**config.mk**
```make
export PLATFORM = sky130hd
export DESIGN_NAME = mct_timer_unit
export DESIGN_NICKNAME = d
export VERILOG_FILES = /design/src/rtl/mct_pkg.sv /design/src/rtl/mct_regif.sv /design/src/rtl/mct_counter.sv /design/src/rtl/mct_capture.sv /design/src/rtl/mct_timer_unit.sv
export SDC_FILE = /design/constraint.sdc
export NUM_CORES = 1
export LEC_CHECK = 0
export CAP_MARGIN = 20
export CORE_MARGIN = 2
export CORE_UTILIZATION = 30
export CTS_CLUSTER_DIAMETER = 80
export DETAILED_ROUTE_END_ITERATION = 8
export MAX_ROUTING_LAYER = met4
export PLACE_DENSITY = 0.45
export SLEW_MARGIN = 20
export SYNTH_ARGS = -nofsm -noshare
export SYNTH_HDL_FRONTEND = slang
export SYNTH_SLANG_ARGS = --single-unit
```
**constraint.sdc**
```tcl
create_clock -name clk -period 21.6 [get_ports clk]
set_input_delay 4.32 -clock clk [delete_from_list [all_inputs] [get_ports clk]]
set_output_delay 4.32 -clock clk [all_outputs]
set_load 0.02 [all_outputs]
```
**src/rtl/mct_pkg.sv**
```systemverilog
package mct_pkg;
  localparam logic [2:0] OFF_MODE   = 3'd0;
  localparam logic [2:0] OFF_FLAGS  = 3'd1;
  localparam logic [2:0] OFF_MASK   = 3'd2;
  localparam logic [2:0] OFF_CAPT   = 3'd3;
  localparam logic [2:0] OFF_MATCH0 = 3'd4;
  localparam logic [2:0] OFF_RUN    = 3'd0;
endpackage

```
**src/rtl/mct_regif.sv**
```systemverilog
module mct_regif
  import mct_pkg::*;
#(
  parameter int NT = 3,
  parameter int NC = 3,
  parameter int W  = 32,
  parameter int AW = 8
) (
  input  logic                           clk,
  input  logic                           rst_n,
  input  logic                           bus_sel,
  input  logic                           bus_wr,
  input  logic [AW-1:0]                  bus_addr,
  input  logic [W-1:0]                   bus_wdata,
  output logic [W-1:0]                   bus_rdata,
  output logic [NT-1:0]                  run_o,
  output logic [NT-1:0]                  start_o,
  output logic [NT-1:0]                  periodic_o,
  output logic [NT-1:0][NC-1:0]          mask_o,
  output logic [NT-1:0][NC-1:0][W-1:0]   match_o,
  output logic [NT-1:0][NC-1:0]          clr_o,
  output logic [NT-1:0]                  capt_o,
  input  logic [NT-1:0][NC-1:0]          flags_i,
  input  logic [NT-1:0][W-1:0]           capt_i
);
  localparam int BW = AW - 5;

  logic [BW-1:0] blk;
  logic [2:0]    off;
  logic          aligned;
  logic          wr_en;
  logic          glob_hit;
  logic [NT-1:0] tmr_hit;

  logic [NT-1:0]                run_q, run_d;
  logic [NT-1:0]                per_q, per_d;
  logic [NT-1:0][NC-1:0]        msk_q, msk_d;
  logic [NT-1:0][NC-1:0][W-1:0] mat_q, mat_d;

  assign blk      = bus_addr[AW-1:5];
  assign off      = bus_addr[4:2];
  assign aligned  = (bus_addr[1:0] == 2'b00);
  assign wr_en    = bus_sel & bus_wr & aligned;
  assign glob_hit = (blk == '0);

  for (genvar t = 0; t < NT; t++) begin : g_hit
    assign tmr_hit[t] = (blk == BW'(t + 1));
  end

  always_comb begin
    run_d = run_q;
    per_d = per_q;
    msk_d = msk_q;
    mat_d = mat_q;
    if (wr_en && glob_hit && off == OFF_RUN) run_d = bus_wdata[NT-1:0];
    for (int t = 0; t < NT; t++) begin
      if (wr_en && tmr_hit[t]) begin
        if (off == OFF_MODE) per_d[t] = bus_wdata[0];
        if (off == OFF_MASK) msk_d[t] = bus_wdata[NC-1:0];
        for (int c = 0; c < NC; c++) begin
          if (off == OFF_MATCH0 + 3'(c)) mat_d[t][c] = bus_wdata;
        end
      end
    end
  end

  always_ff @(posedge clk or negedge rst_n) begin
    if (!rst_n) begin
      run_q <= '0;
      per_q <= '0;
      msk_q <= '0;
      mat_q <= '0;
    end else begin
      run_q <= run_d;
      per_q <= per_d;
      msk_q <= msk_d;
      mat_q <= mat_d;
    end
  end

  always_comb begin
    for (int t = 0; t < NT; t++) begin
      start_o[t] = wr_en && glob_hit && off == OFF_RUN && bus_wdata[t] && !run_q[t];
      clr_o[t]   = (wr_en && tmr_hit[t] && off == OFF_FLAGS) ? bus_wdata[NC-1:0] : '0;
      capt_o[t]  = wr_en && tmr_hit[t] && off == OFF_CAPT;
    end
  end

  always_comb begin
    bus_rdata = '0;
    if (glob_hit && off == OFF_RUN) bus_rdata[NT-1:0] = run_q;
    for (int t = 0; t < NT; t++) begin
      if (tmr_hit[t]) begin
        if (off == OFF_MODE)  bus_rdata[0]    = per_q[t];
        if (off == OFF_FLAGS) bus_rdata[NC-1:0] = flags_i[t];
        if (off == OFF_MASK)  bus_rdata[NC-1:0] = msk_q[t];
        if (off == OFF_CAPT)  bus_rdata = capt_i[t];
        for (int c = 0; c < NC; c++) begin
          if (off == OFF_MATCH0 + 3'(c)) bus_rdata = mat_q[t][c];
        end
      end
    end
  end

  assign run_o      = run_q;
  assign periodic_o = per_q;
  assign mask_o     = msk_q;
  assign match_o    = mat_q;

  // a match write lands unmodified in the register
  a_r10_match_store: assert property (@(posedge clk) disable iff (!rst_n)
    (wr_en && tmr_hit[0] && off == OFF_MATCH0) |=> (mat_q[0][0] == $past(bus_wdata)));

  // a start pulse is seen only for a counter that was stopped and is now running
  a_r2_start_runs: assert property (@(posedge clk) disable iff (!rst_n)
    start_o[0] |=> run_q[0]);
endmodule

```
**src/rtl/mct_counter.sv**
```systemverilog
module mct_counter #(
  parameter int NC = 3,
  parameter int W  = 32
) (
  input  logic                   clk,
  input  logic                   rst_n,
  input  logic                   run_i,
  input  logic                   start_i,
  input  logic                   periodic_i,
  input  logic [NC-1:0][W-1:0]   match_i,
  input  logic [NC-1:0]          clr_i,
  output logic [W-1:0]           cnt_o,
  output logic [NC-1:0]          flags_o
);
  logic [W-1:0]  cnt_q, cnt_d;
  logic [NC-1:0] flg_q, flg_d;
  logic [NC-1:0] hit;
  logic          cnt_en;

  for (genvar c = 0; c < NC; c++) begin : g_cmp
    assign hit[c] = run_i && (cnt_q == match_i[c]);
  end

  assign cnt_en = start_i | run_i;

  always_comb begin
    cnt_d = cnt_q;
    if (start_i)                   cnt_d = '0;
    else if (periodic_i && hit[0]) cnt_d = '0;
    else                           cnt_d = cnt_q + W'(1);
  end

  always_comb begin
    flg_d = (flg_q & ~clr_i) | hit;
  end

  always_ff @(posedge clk or negedge rst_n) begin
    if (!rst_n) begin
      cnt_q <= '0;
      flg_q <= '0;
    end else begin
      if (cnt_en) cnt_q <= cnt_d;
      flg_q <= flg_d;
    end
  end

  assign cnt_o   = cnt_q;
  assign flags_o = flg_q;

  // a running counter advances by one when nothing restarts or reloads it
  a_r2_step: assert property (@(posedge clk) disable iff (!rst_n)
    (run_i && !start_i && !(periodic_i && cnt_q == match_i[0])) |=> (cnt_q == $past(cnt_q) + W'(1)));

  // a stopped counter holds its value
  a_r3_hold: assert property (@(posedge clk) disable iff (!rst_n)
    (!run_i && !start_i) |=> $stable(cnt_q));

  // reload mode wraps to zero after matching comparator 0
  a_r7_reload: assert property (@(posedge clk) disable iff (!rst_n)
    (run_i && !start_i && periodic_i && cnt_q == match_i[0]) |=> (cnt_q == '0));

  // free-running mode steps over a match instead of reloading
  a_r8_no_reload: assert property (@(posedge clk) disable iff (!rst_n)
    (run_i && !start_i && !periodic_i) |=> (cnt_q == $past(cnt_q) + W'(1)));

  for (genvar c = 0; c < NC; c++) begin : g_chk
    // an equal compare on a running counter raises the flag on the next edge
    a_r4_set: assert property (@(posedge clk) disable iff (!rst_n)
      (run_i && cnt_q == match_i[c]) |=> flg_q[c]);
    // a flag drops only by a write-one-to-clear
    a_r5_sticky: assert property (@(posedge clk) disable iff (!rst_n)
      (flg_q[c] && !clr_i[c]) |=> flg_q[c]);
  end
endmodule

```
**src/rtl/mct_capture.sv**
```systemverilog
module mct_capture #(
  parameter int W   = 32,
  parameter int DLY = 4
) (
  input  logic         clk,
  input  logic         rst_n,
  input  logic         req_i,
  input  logic [W-1:0] cnt_i,
  output logic [W-1:0] capt_o
);
  localparam int DW = $clog2(DLY + 1);

  logic [W-1:0]  pend_q, pend_d;
  logic [W-1:0]  capt_q, capt_d;
  logic [DW-1:0] wait_q, wait_d;
  logic          publish;

  assign publish = !req_i && (wait_q == DW'(1));

  always_comb begin
    pend_d = pend_q;
    wait_d = wait_q;
    capt_d = capt_q;
    if (req_i) begin
      pend_d = cnt_i;
      wait_d = DW'(DLY);
    end else if (wait_q != '0) begin
      wait_d = wait_q - DW'(1);
    end
    if (publish) capt_d = pend_q;
  end

  always_ff @(posedge clk or negedge rst_n) begin
    if (!rst_n) begin
      pend_q <= '0;
      wait_q <= '0;
      capt_q <= '0;
    end else begin
      pend_q <= pend_d;
      wait_q <= wait_d;
      capt_q <= capt_d;
    end
  end

  assign capt_o = capt_q;

  // the visible capture changes only when the delay expires
  a_r9_stable: assert property (@(posedge clk) disable iff (!rst_n)
    !publish |=> $stable(capt_q));

  // a request samples the live count of its own edge
  a_r9_sample: assert property (@(posedge clk) disable iff (!rst_n)
    req_i |=> (pend_q == $past(cnt_i)));
endmodule

```
**src/rtl/mct_timer_unit.sv**
```systemverilog
module mct_timer_unit #(
  parameter int NUM_TMR  = 3,
  parameter int NUM_CMP  = 3,
  parameter int CNT_W    = 32,
  parameter int ADDR_W   = 8,
  parameter int SNAP_DLY = 4
) (
  input  logic              clk,
  input  logic              rst_n,
  input  logic              bus_sel,
  input  logic              bus_wr,
  input  logic [ADDR_W-1:0] bus_addr,
  input  logic [CNT_W-1:0]  bus_wdata,
  output logic [CNT_W-1:0]  bus_rdata,
  output logic              irq_o
);
  logic [1:0] rs_q;
  logic       rst_sync_n;

  always_ff @(posedge clk or negedge rst_n) begin
    if (!rst_n) rs_q <= 2'b00;
    else        rs_q <= {rs_q[0], 1'b1};
  end
  assign rst_sync_n = rs_q[1];

  logic [NUM_TMR-1:0]                            run, start, periodic, capt_req;
  logic [NUM_TMR-1:0][NUM_CMP-1:0]               mask, clr, flags;
  logic [NUM_TMR-1:0][NUM_CMP-1:0][CNT_W-1:0]    match;
  logic [NUM_TMR-1:0][CNT_W-1:0]                 cnt, capt;

  mct_regif #(.NT(NUM_TMR), .NC(NUM_CMP), .W(CNT_W), .AW(ADDR_W)) regif_i (
    .clk        (clk),
    .rst_n      (rst_sync_n),
    .bus_sel    (bus_sel),
    .bus_wr     (bus_wr),
    .bus_addr   (bus_addr),
    .bus_wdata  (bus_wdata),
    .bus_rdata  (bus_rdata),
    .run_o      (run),
    .start_o    (start),
    .periodic_o (periodic),
    .mask_o     (mask),
    .match_o    (match),
    .clr_o      (clr),
    .capt_o     (capt_req),
    .flags_i    (flags),
    .capt_i     (capt)
  );

  for (genvar t = 0; t < NUM_TMR; t++) begin : g_tmr
    mct_counter #(.NC(NUM_CMP), .W(CNT_W)) cnt_i (
      .clk        (clk),
      .rst_n      (rst_sync_n),
      .run_i      (run[t]),
      .start_i    (start[t]),
      .periodic_i (periodic[t]),
      .match_i    (match[t]),
      .clr_i      (clr[t]),
      .cnt_o      (cnt[t]),
      .flags_o    (flags[t])
    );
    mct_capture #(.W(CNT_W), .DLY(SNAP_DLY)) cap_i (
      .clk    (clk),
      .rst_n  (rst_sync_n),
      .req_i  (capt_req[t]),
      .cnt_i  (cnt[t]),
      .capt_o (capt[t])
    );
  end

  assign irq_o = |(flags & mask);

  // with every mask bit clear the line stays low
  a_r6_masked: assert property (@(posedge clk) disable iff (!rst_sync_n)
    (mask == '0) |-> !irq_o);

  // the line cannot be high while no flag is set
  a_r6_needs_flag: assert property (@(posedge clk) disable iff (!rst_sync_n)
    irq_o |-> (flags != '0));

  // right after reset release nothing is flagged
  a_r1_clean: assert property (@(posedge clk) disable iff (!rst_n)
    $rose(rst_sync_n) |-> (flags == '0 && !irq_o));
endmodule

```
== Word level (Yosys, flattened, before mapping) ==
Cells that the tools add are included.

* Add/sub/neg operators: 6
* Equality and inequality tests: 21
* Muxes and demuxes: 40
* Bitwise logic cells: 15
* Reductions and logical operators: 64

{| class="wikitable"
|+ Operators by type and width
! cell !! number
|-
| $mux W32 || 21
|-
| $eq A32 B32 Y1 || 9
|-
| $add A32 B1 Y32 const B || 3
|-
| $mux W3 || 16
|-
| $logic_and A1 B1 Y1 || 33
|-
| $reduce_and A2 Y1 || 15
|-
| $eq A3 B1 Y1 const B || 5
|-
| $eq A3 B2 Y1 const B || 4
|-
| $and A3 B3 Y3 || 3
|-
| $and A9 B9 Y9 || 1
|-
| $eq A3 B3 Y1 const B || 3
|-
| $not A3 Y3 || 3
|-
| $or A3 B3 Y3 || 3
|-
| $reduce_bool A3 Y1 || 3
|-
| $reduce_or A9 Y1 || 1
|-
| $sub A3 B1 Y3 const B || 3
|-
| $logic_not A1 Y1 || 6
|-
| $logic_not A3 Y1 || 2
|-
| $reduce_bool A2 Y1 || 3
|-
| $mux W1 || 3
|-
| $or A1 B1 Y1 || 3
|-
| $and A1 B1 Y1 || 2
|-
| $logic_not A2 Y1 || 1
|}

* Register bits after elaboration: 611
* Bits of input ports: 44
* Output and inout bits: 33
* Logic and storage cells: 178

== Logic depth before layout (Yosys ltp) ==
Gate-level depths: netlist of run 1.

* Word-level depth: 27
* Mapped depth: 10
* Mapped depth without buffers: 7

== Modules after synthesis ==
From an unflattened synthesis of run 1, not the netlist that was laid out.

* Cells, all modules: 2752
* Area, all modules: 31980.7 µm²

{| class="wikitable"
|+ By module, submodules not included
! module !! times used !! cells an instance !! area an instance (µm²)
|-
| mct_regif || 1 || 1157 || 14647.8
|-
| mct_capture || 3 || 152 || 2567.5
|-
| mct_counter at g_tmr[0].cnt_i ... || 2 || 384 || 3190.6
|-
| mct_counter at g_tmr[2].cnt_i || 1 || 363 || 3149.3
|-
| mct_timer_unit || 1 || 8 || 100.1
|}

== Worst setup path after synthesis of run 1 ==
OpenSTA, ideal clock, no wires.

* Kind: input-to-output
* Start: input port bus_addr[7]
* End: output port bus_rdata[8]
* Arrival time: 6.109 ns
* Setup slack: 11.171 ns
* Stages: 9
* Buffers on the path: 3
* Cells stage by stage: buf_2 -> nor2_1 -> and2_1 -> buf_2 -> clkbuf_1 -> nand2_1 -> nand2_1 -> nor2_1 -> o41ai_1

* Longest elaborated chain between the ends: 12
* Elaborated cells between the ends (all ways): 14
* Those cells by class: eq/ne (3); mux (11)

{| class="wikitable"
|+ Ends and longest elaborated chain
! what !! RTL line !! source
|-
| start, declared || mct_timer_unit.sv:12 || <nowiki>input logic [ADDR_W-1:0] bus_addr,</nowiki>
|-
| $eq A3 B1 Y1 || mct_regif.sv:47 || <nowiki>assign tmr_hit[t] = (blk == BW'(t + 1));</nowiki>
|-
| $mux W32 || mct_regif.sv:93 || <nowiki>if (tmr_hit[t]) begin</nowiki>
|-
| $mux W32 || mct_regif.sv:97 || <nowiki>if (off == OFF_CAPT) bus_rdata = capt_i[t];</nowiki>
|-
| $mux W32 (3 in a row) || mct_regif.sv:99 || <nowiki>if (off == OFF_MATCH0 + 3'(c)) bus_rdata = mat_q[t][c];</nowiki>
|-
| $mux W32 || mct_regif.sv:93 ||
|-
| $mux W32 || mct_regif.sv:97 ||
|-
| $mux W32 (3 in a row) || mct_regif.sv:99 ||
|-
| $mux W32 * || mct_regif.sv:93 ||
|-
| end, declared || mct_timer_unit.sv:14 || <nowiki>output logic [CNT_W-1:0] bus_rdata,</nowiki>
|}

Mark *: on every way between the ends. The rest lies on a longest branch, timed or not.

== Worst setup path in the final report of run 1 ==
* Start: input port bus_addr[2]
* End: output port bus_rdata[3]

* Longest elaborated chain between the ends: 16
* Elaborated cells between the ends (all ways): 19
* Those cells by class: eq/ne (4); mux (15)

{| class="wikitable"
|+ Ends and longest elaborated chain
! what !! RTL line
|-
| $eq A3 B2 Y1 || mct_regif.sv:97
|-
| $mux W32 || mct_regif.sv:97
|-
| $mux W32 (3 in a row) || mct_regif.sv:99
|-
| $mux W32 || mct_regif.sv:93
|-
| $mux W32 || mct_regif.sv:97
|-
| $mux W32 (3 in a row) || mct_regif.sv:99
|-
| $mux W32 || mct_regif.sv:93
|-
| $mux W32 || mct_regif.sv:97
|-
| $mux W32 (3 in a row) || mct_regif.sv:99
|-
| $mux W32 * || mct_regif.sv:93
|}

Marks and branches as above.

==> flow_summary.json, run 1 <==
{
  "numPortBuffers": 76,
  "vias": 24085,
  "synth_area_per_cell_sq_um": 11.1,
  "h-tree-depth": 3,
  "synthArstFlopShare": 1.00,
  "path_clk_slew_ps": 50,
  "relSlewSlack": 0.142,
  "ys_seq_area_frac": 0.480,
  "hold_violations": 0,
  "crit_path_frequent_cell": "buf_4",
  "period_minus_slack_ps": 13300,
  "min_to": "rs_q[1]",
  "avgViaCountPerCell": 5.58,
  "start_kind": "input port",
  "die_area_sq_um": 109000,
  "drive_gt1_frac": 0.236,
  "worstSetupPathType": "in2out",
  "synth_flop_cell": "dfrtp_1",
  "clk-insertion-delay-late_ps": 660,
  "rsz0062_at_grt": "no",
  "maxSlewViolCount": 0,
  "skew_ps": 48.7,
  "rr_startpoint": "rs_q[1]",
  "gp_routability_congestion": 0.944,
  "max_freq_mhz": 75.2,
  "slowest_stage": "o41ai_1",
  "worst_slew_pin_slew_ps": 1270,
  "path_max_fanout": 45,
  "worstSetupStartpoint": "bus_addr[2]",
  "finalSetupViolations": 0,
  "grt_start_max_net_pins": 175,
  "layout_common_cells": "dfrtp_1, mux2_2, nand2_1",
  "wire_per_inst_microns": 31.0,
  "hold_start": "rs_q[0]",
  "cp-end-kind": "output port",
  "core_area_sq_um": 105000,
  "grt_pass1_wl_microns": 189000,
  "outcome": "complete, no violations",
  "hold_slack_ps": 345,
  "slowest_delay_ps": 1000,
  "hpwl_microns": 94900,
  "r2r_cells": 4,
  "track_usage": 0.252,
  "first_global_vias": 24249,
  "start_util": 0.303,
  "grt_overflow": 0,
  "die_h_microns": 330,
  "synth-seq-cells": 611,
  "cts-root-buf": "clkbuf_16",
  "maxCapViolCount": 0,
  "power.density_nw_per_um2": 103,
  "first_pass_iters": 9,
  "synth_edf_count": 0,
  "synth.distinct_cells": 72,
  "cts_tree": "yes",
  "crit_required_ps": 17280,
  "antenna_found_initial": 13,
  "critical_path.cell_chain": "buf_4 -> nor2b_1 -> and2_2 -> buf_4 -> a22oi_1 -> o21ai_0 -> a221oi_1 -> o41ai_1 -> clkdlybuf4s50_1",
  "drtIter0Drc": 2495,
  "fp.dieW_microns": 330,
  "critPathTopFamily": "buffers and inverters",
  "crit_buf_inv": 3,
  "io_pins": 77,
  "syn_to_final_growth_pct": 14.4,
  "cts_hold_buf": 0,
  "cts-buffers-inserted": 76,
  "holdCritPathClass": "reg2reg",
  "finalSetupTns_ps": 0,
  "layout_commonest_cell": "dfrtp_1",
  "yosysWarnings": 0,
  "wl_microns": 134000,
  "synth_area_sq_um": 31900,
  "placementRows": 119,
  "antenna_left": 0,
  "post_cts_buffers": 0,
  "r2r-end": "g_tmr[0].cap_i.capt_o[25]",
  "p_leak_nw": 16.5,
  "cp.arrival_ps": 8980,
  "cts_max_path_buffers": 3,
  "ir_drop_uv": 64.6,
  "cts_resized": 0,
  "fin_crit_sh": 0.616,
  "synth_nets": 2938,
  "drc": 0,
  "clock-sinks": 611,
  "r2r_setup_slack_ps": 17830,
  "syn_inst": 2882,
  "min_path_cells": 0,
  "nets": 2912
}
-- cell families (layout without fill, tap and decap cells) --
family | count (synthesis) | after routing | synth area share
other cells | 1 | 8 | 0.000118
flops | 611 | 611 | 0.480
mux | 499 | 499 | 0.175
xor+xnor | 307 | 307 | 0.0844
fa+ha+maj | 12 | 12 | 0.00471
buf+inv | 283 | 316 | 0.0421
simple gates | 632 | 632 | 0.0976
compound gates | 537 | 537 | 0.116
-- layout make-up --
| type | instances | area (sq um) |
|---|---|---|
| Timing Repair Buffer | 148 | 1360 |
| Multi-Input combinational cell | 1988 | 15300 |
| Clock buffer | 109 | 2310 |
| Tap cell | 1391 | 1740 |
| Fill cell | 10377 | 68800 |
| Inverter | 31 | 116 |
| Sequential cell | 611 | 15300 |
| Clock inverter | 28 | 309 |
| Antenna cell | 7 | 17.5 |
-- per-layer routing --
layer / track usage / routed length, microns / vias to the layer above / share of wire
li1: - / - / 10346 / -
met3: 0.0519 / 9990 / 216 / 0.075
met2: 0.379 / 59900 / 986 / 0.45
met5: - / 0 / - / 0
met1: 0.337 / 58700 / 12537 / 0.44
met4: 0.0903 / 5370 / 0 / 0.040
-- cell usage after synthesis (all sizes together), types with 29 or more instances --
master | number | area [sq um]
a21o | 35 | 263
a21oi | 119 | 603
a221oi | 55 | 482
a22o | 32 | 280
a22oi | 65 | 488
buf | 188 | 986
clkbuf | 64 | 240
dfrtp | 611 | 15300
inv | 31 | 116
mux2 | 459 | 5170
mux2i | 38 | 380
nand2 | 267 | 1000
nand3 | 77 | 385
nand4 | 72 | 450
nor2 | 74 | 280
nor3 | 29 | 171
nor4 | 35 | 274
o21ai | 96 | 480
o22ai | 29 | 181
xnor2 | 206 | 1800
xor2 | 101 | 885
-- through the flow --
stage	utilization	power [mW]	std cells	area (sq um)	setup WS (ps)
2_1_floorplan	-	2.03	2882	31900	3310
3_3_place_gp	0.321	2.40	4166	33800	8460
3_5_place_dp	0.321	2.42	4167	33800	8360
4_1_cts	0.346	3.76	4304	36400	8340
5_1_grt	0.346	3.88	4310	36500	8170
6_report	0.346	3.75	4313	36500	8300
-- worst max-delay path by stage --
stage | cells after the start | to
6_report | 9 | bus_rdata[3]
5_1_grt | 9 | bus_rdata[3]
3_5_place_dp | 9 | bus_rdata[8]
3_3_place_gp | 9 | bus_rdata[3]
2_1_floorplan | 0 | g_tmr[0].cap_i.capt_o[0]
4_1_cts | 9 | bus_rdata[8]
-- sequential cells by signal, indices dropped and copies added, names as in the netlist --
name,cells
regif_i.run_o,3
g_tmr.cap_i.pend_q,96
g_tmr.cap_i.capt_o,96
regif_i.periodic_o,3
rs_q,2
regif_i.match_o,288
g_tmr.cnt_i.flags_o,9
regif_i.mask_o,9
g_tmr.cap_i.wait_q,9
g_tmr.cnt_i.cnt_o,96
-- power by group --
group	leakage [nW]	internal [mW]	switching (mW)
registers	8.26	1.27	0.283
clock network	1.30	0.804	0.536
logic	6.94	0.348	0.507
Power figures use the tool's default switching activity.
==> run 2, diff against run 1 <==
- clock period: 21.6 -> 12.6 ns (I/O delays scaled with it)
==> run 2 against run 1 <==
Against the previous run:
- clock skew fell by 22 ps
- hold slack got worse by 73 ps
- sequential share of layout area rose by 0.16 points
- register-to-register slack got worse by 8600 ps
- total power rose by 69%
- combinational power rose by 69%
- via count rose by 0.11%
- clock-buffer cell count rose by 4
- critical path type unchanged
- highest routed layer unchanged
==> flow_summary.json, run 2 (synthesized netlist as in run 1, its figures left out) <==
{
  "cts_hold_buf": 0,
  "avgViaCountPerCell": 5.60,
  "drtIter0Drc": 2306,
  "placementRows": 119,
  "grt_start_max_net_pins": 170,
  "power.density_nw_per_um2": 175,
  "finalSetupViolations": 0,
  "numPortBuffers": 76,
  "layout_common_cells": "dfrtp_1, mux2_2, nand2_1",
  "maxSlewViolCount": 0,
  "clk-insertion-delay-late_ps": 650,
  "final_area_sq_um": 36300,
  "p_leak_nw": 16.5,
  "h-tree-depth": 3,
  "die_area_sq_um": 109000,
  "post_cts_buffers": 0,
  "dp_cells": 4169,
  "drc": 0,
  "first_pass_iters": 6,
  "track_usage": 0.248,
  "wl_microns": 131000,
  "cts_max_path_buffers": 3,
  "holdCritPathClass": "reg2async",
  "cp-end-kind": "output port",
  "outcome": "complete, no violations",
  "n_fill_cell": 10512,
  "nets": 2912,
  "final_util": 0.345,
  "cts_tree": "yes",
  "grt_overflow": 0,
  "worstSetupPathType": "in2out",
  "io_pins": 77,
  "cts_resized": 0,
  "crit_required_ps": 10080,
  "r2r_cells": 7,
  "path_max_fanout": 44,
  "path_clk_slew_ps": 60,
  "multi_input_area_sq_um": 15300,
  "dpl_cell_area_sq_um": 33800,
  "vias": 24111,
  "fin_cells": 4308,
  "hpwl_microns": 93500,
  "drive_gt1_frac": 0.232,
  "layout_commonest_cell": "dfrtp_1",
  "fin_crit_sh": 0.749,
  "maxCapViolCount": 0,
  "cp.arrival_ps": 6910,
  "wire_per_inst_microns": 30.5,
  "regArea_sq_um": 15300,
  "antenna_found_initial": 16,
  "largest_register_ffs": 288,
  "worst_slew_pin_slew_ps": 1290,
  "max_freq_mhz": 106,
  "cts-root-buf": "clkbuf_16",
  "antenna_left": 0,
  "clock-sinks": 611,
  "period_minus_slack_ps": 9430,
  "start_util": 0.303,
  "fp.dieW_microns": 330,
  "core_area_sq_um": 105000,
  "finalSetupTns_ps": 0,
  "first_global_vias": 24187,
  "die_h_microns": 330,
  "skew_ps": 27.1,
  "relSlewSlack": 0.129,
  "grt_pass1_wl_microns": 186000,
  "rsz0062_at_grt": "no",
  "ir_drop_uv": 111,
  "syn_to_final_growth_pct": 14.0,
  "start_kind": "input port",
  "gp_routability_congestion": 0.959,
  "hold_violations": 0,
  "cts-buffers-inserted": 76
}
==> run 2: worst max-delay path, stage by stage <==
cell             delay, ps
clkdlybuf4s50_1        730
and2_2                 800
buf_4                  590
nand2_1                130
nand2_1                120
nor2_1                  60
o41ai_1               1120
clkdlybuf4s50_1        800
==> run 2: area by class of cell <==
class,count,area share
Tap cell,1391,0.0479
Antenna cell,3,0.000207
Timing Repair Buffer,148,0.0361
Multi-Input combinational cell,1988,0.422
Sequential cell,611,0.421
Clock inverter,23,0.00789
Clock buffer,113,0.0620
Inverter,31,0.00320
==> run 2: per-layer routing <==
layer	vias up	GRT usage	routed length, microns
li1	10329	-	-
met1	12590	0.323	56200
met2	951	0.382	60100
met3	241	0.0480	9230
met4	0	0.0949	5710
met5	-	-	0
==> run 2: through the flow <==
step	power, mW	hold slack [ps]	setup WS (ps)
2_1_floorplan	3.48	331	2660
3_3_place_gp	4.08	295	3450
3_5_place_dp	4.11	298	3360
4_1_cts	6.39	290	3360
5_1_grt	6.60	308	3060
6_report	6.34	272	3170
==> run 2: worst paths after layout <==
check / startpoint / end / slack [ps]
max: bus_addr[5] / bus_rdata[8] / 3170
min: rs_q[1] / regif_i.match_o[215] / 270
max reg2reg: g_tmr[1].cnt_i.cnt_o[19] / g_tmr[1].cnt_i.cnt_o[7] / 9270
min reg2reg: rs_q[1] / regif_i.match_o[215] / 270
max in group asynchronous: rs_q[1] / g_tmr[0].cnt_i.cnt_o[17] / 9430
min in group clk: rs_q[0] / rs_q[1] / 350
==> run 2: power by group <==
group          switching, mW  leakage, nW  internal, mW
sequential             0.466         8.26          2.17
combinational          0.854         6.94         0.596
clock                  0.908         1.26          1.34
total                   2.23         16.5          4.11
==> run 3, diff against run 2 <==
- PLACE_DENSITY: 0.45 -> 0.46
- clock period: 12.6 -> 7.7 ns (I/O delays scaled with it)
==> run 3 against run 2 <==
Against the previous run:
- via count rose by 1.4%
- core utilization barely moved
- global-route usage fell by 0.86 points
- largest cell class unchanged
==> flow_summary.json, run 3 (synthesized netlist as in run 1, its figures left out) <==
{
  "dpl_cell_area_sq_um": 33800,
  "post_cts_buffers": 0,
  "hpwl_microns": 91700,
  "cts-buffers-inserted": 74,
  "path_clk_slew_ps": 60,
  "cts_resized": 0,
  "worst_slew_pin_slew_ps": 1130,
  "syn_to_final_growth_pct": 14.1,
  "fin_crit_sh": 0.864,
  "die_area_sq_um": 109000,
  "start_kind": "input port",
  "drc": 0,
  "cp.arrival_ps": 5120,
  "skew_ps": 32.3,
  "vias": 24441,
  "layout_commonest_cell": "dfrtp_1",
  "maxSlewViolCount": 0,
  "layout_common_cells": "dfrtp_1, mux2_2, nand2_1",
  "power.density_nw_per_um2": 287,
  "combPwrFrac": 0.227,
  "cts_max_path_buffers": 3,
  "grt_pass1_wl_microns": 182000,
  "worstSetupStartpoint": "bus_addr[7]",
  "gp_routability_congestion": 0.980,
  "power_switching_mw": 3.71,
  "r2r-end": "g_tmr[1].cnt_i.cnt_o[9]",
  "grt_overflow": 0,
  "seq_power_share": 0.418,
  "cts-root-buf": "clkbuf_16",
  "outcome": "complete, no violations",
  "clock-sinks": 611,
  "final_area_sq_um": 36400,
  "core_area_sq_um": 105000,
  "fin_ws_ps": 1040,
  "dpl_worst_slack_ps": 918,
  "ir_drop_uv": 167,
  "die_h_microns": 330,
  "n_fill_cell": 10452,
  "antenna_left": 0,
  "path_max_fanout": 34,
  "cts_hold_buf": 0,
  "track_usage": 0.240,
  "switching_share": 0.355,
  "p_int_mw": 6.74,
  "first_global_vias": 24154,
  "io_pins": 77,
  "p_leak_nw": 16.4,
  "fp.dieW_microns": 330,
  "nets": 2911,
  "cts_tree": "yes",
  "holdCritPathClass": "reg2reg",
  "first_pass_iters": 6,
  "largest_register_ffs": 288,
  "wl_microns": 127000,
  "clockPowerShare": 0.355,
  "clk-insertion-delay-late_ps": 660,
  "finalSetupTns_ps": 0,
  "drive_gt1_frac": 0.232,
  "max_freq_mhz": 150,
  "hold_violations": 0,
  "r2r_cells": 7,
  "h-tree-depth": 3,
  "crit_required_ps": 6160,
  "relSlewSlack": 0.247,
  "placementRows": 119,
  "worstSetupPathType": "in2out",
  "period_minus_slack_ps": 6660,
  "rr_startpoint": "g_tmr[1].cnt_i.cnt_o[23]",
  "numPortBuffers": 76,
  "r2r_setup_slack_ps": 4520,
  "wire_per_inst_microns": 29.6,
  "start_util": 0.303,
  "antenna_found_initial": 15,
  "cp-end-kind": "output port",
  "grt_start_max_net_pins": 168,
  "finalSetupViolations": 0,
  "crit_end": "bus_rdata[31]",
  "rsz0062_at_grt": "no",
  "maxCapViolCount": 0,
  "drtIter0Drc": 2672,
  "avgViaCountPerCell": 5.67
}
run 3: cell count changes in the layout (fill, tap and decap cells not counted), sizes merged:
cell and delta:
diode +1, inv -3, bufinv +4, clkinvlp +1, clkbuf -8, buf +1
clkinv +3
run 3: power by group through the flow:
stage	Clock (mW)	Combinational, mW	Sequential, mW
floorplan	0	1.90	3.78
global placement	0	2.31	4.40
detailed placement	0	2.35	4.42
CTS	3.78	2.36	4.36
global route	3.91	2.51	4.42
finish	3.71	2.37	4.36
run 3: worst min-delay path by stage:
stage | start | slack, ps | cells past startpoint | end
after floorplan | rs_q[0] | 330 | 0 | rs_q[1]
final | rs_q[0] | 340 | 0 | rs_q[1]
after global placement | rs_q[0] | 340 | 0 | rs_q[1]
after detailed placement | rs_q[0] | 340 | 0 | rs_q[1]
after CTS | rs_q[0] | 340 | 0 | rs_q[1]
after global routing | rs_q[0] | 340 | 0 | rs_q[1]
run 3: critical path: stages:
cell	delay [ps]
clkdlybuf4s50_1	550
nor2_1	220
and2_2	750
buf_4	440
a221oi_1	160
o32ai_1	680
clkdlybuf4s50_1	740
run 3: layout make-up:
| cell class | instances | area (sq um) | share of cell area |
|---|---|---|---|
| Clock inverter | 28 | 419 | 0.0115 |
| Sequential cell | 611 | 15300 | 0.420 |
| Timing Repair Buffer | 149 | 1350 | 0.0372 |
| Multi-Input combinational cell | 1988 | 15300 | 0.421 |
| Clock buffer | 105 | 2110 | 0.0580 |
| Antenna cell | 4 | 10.0 | 0.000275 |
| Tap cell | 1391 | 1740 | 0.0479 |
| Inverter | 31 | 116 | 0.00320 |
run 3: per-stage QoR:
stage          total power, mW  hold WS [ps]   util  std cells
2_1_floorplan             5.69           331      -       2882
3_3_place_gp              6.71           338  0.321       4170
3_5_place_dp              6.77           336  0.321       4170
4_1_cts                   10.5           344  0.345       4303
5_1_grt                   10.8           343  0.345       4306
6_report                  10.4           342  0.346       4307
run 3: layer usage:
| metal | track usage | vias to the layer above | share of wire |
|---|---|---|---|
| met1 | 0.317 | 12735 | 0.43 |
| met2 | 0.363 | 1096 | 0.45 |
| met4 | 0.0889 | 0 | 0.043 |
| met3 | 0.0476 | 256 | 0.078 |
| met5 | - | - | 0 |
| li1 | - | 10354 | - |
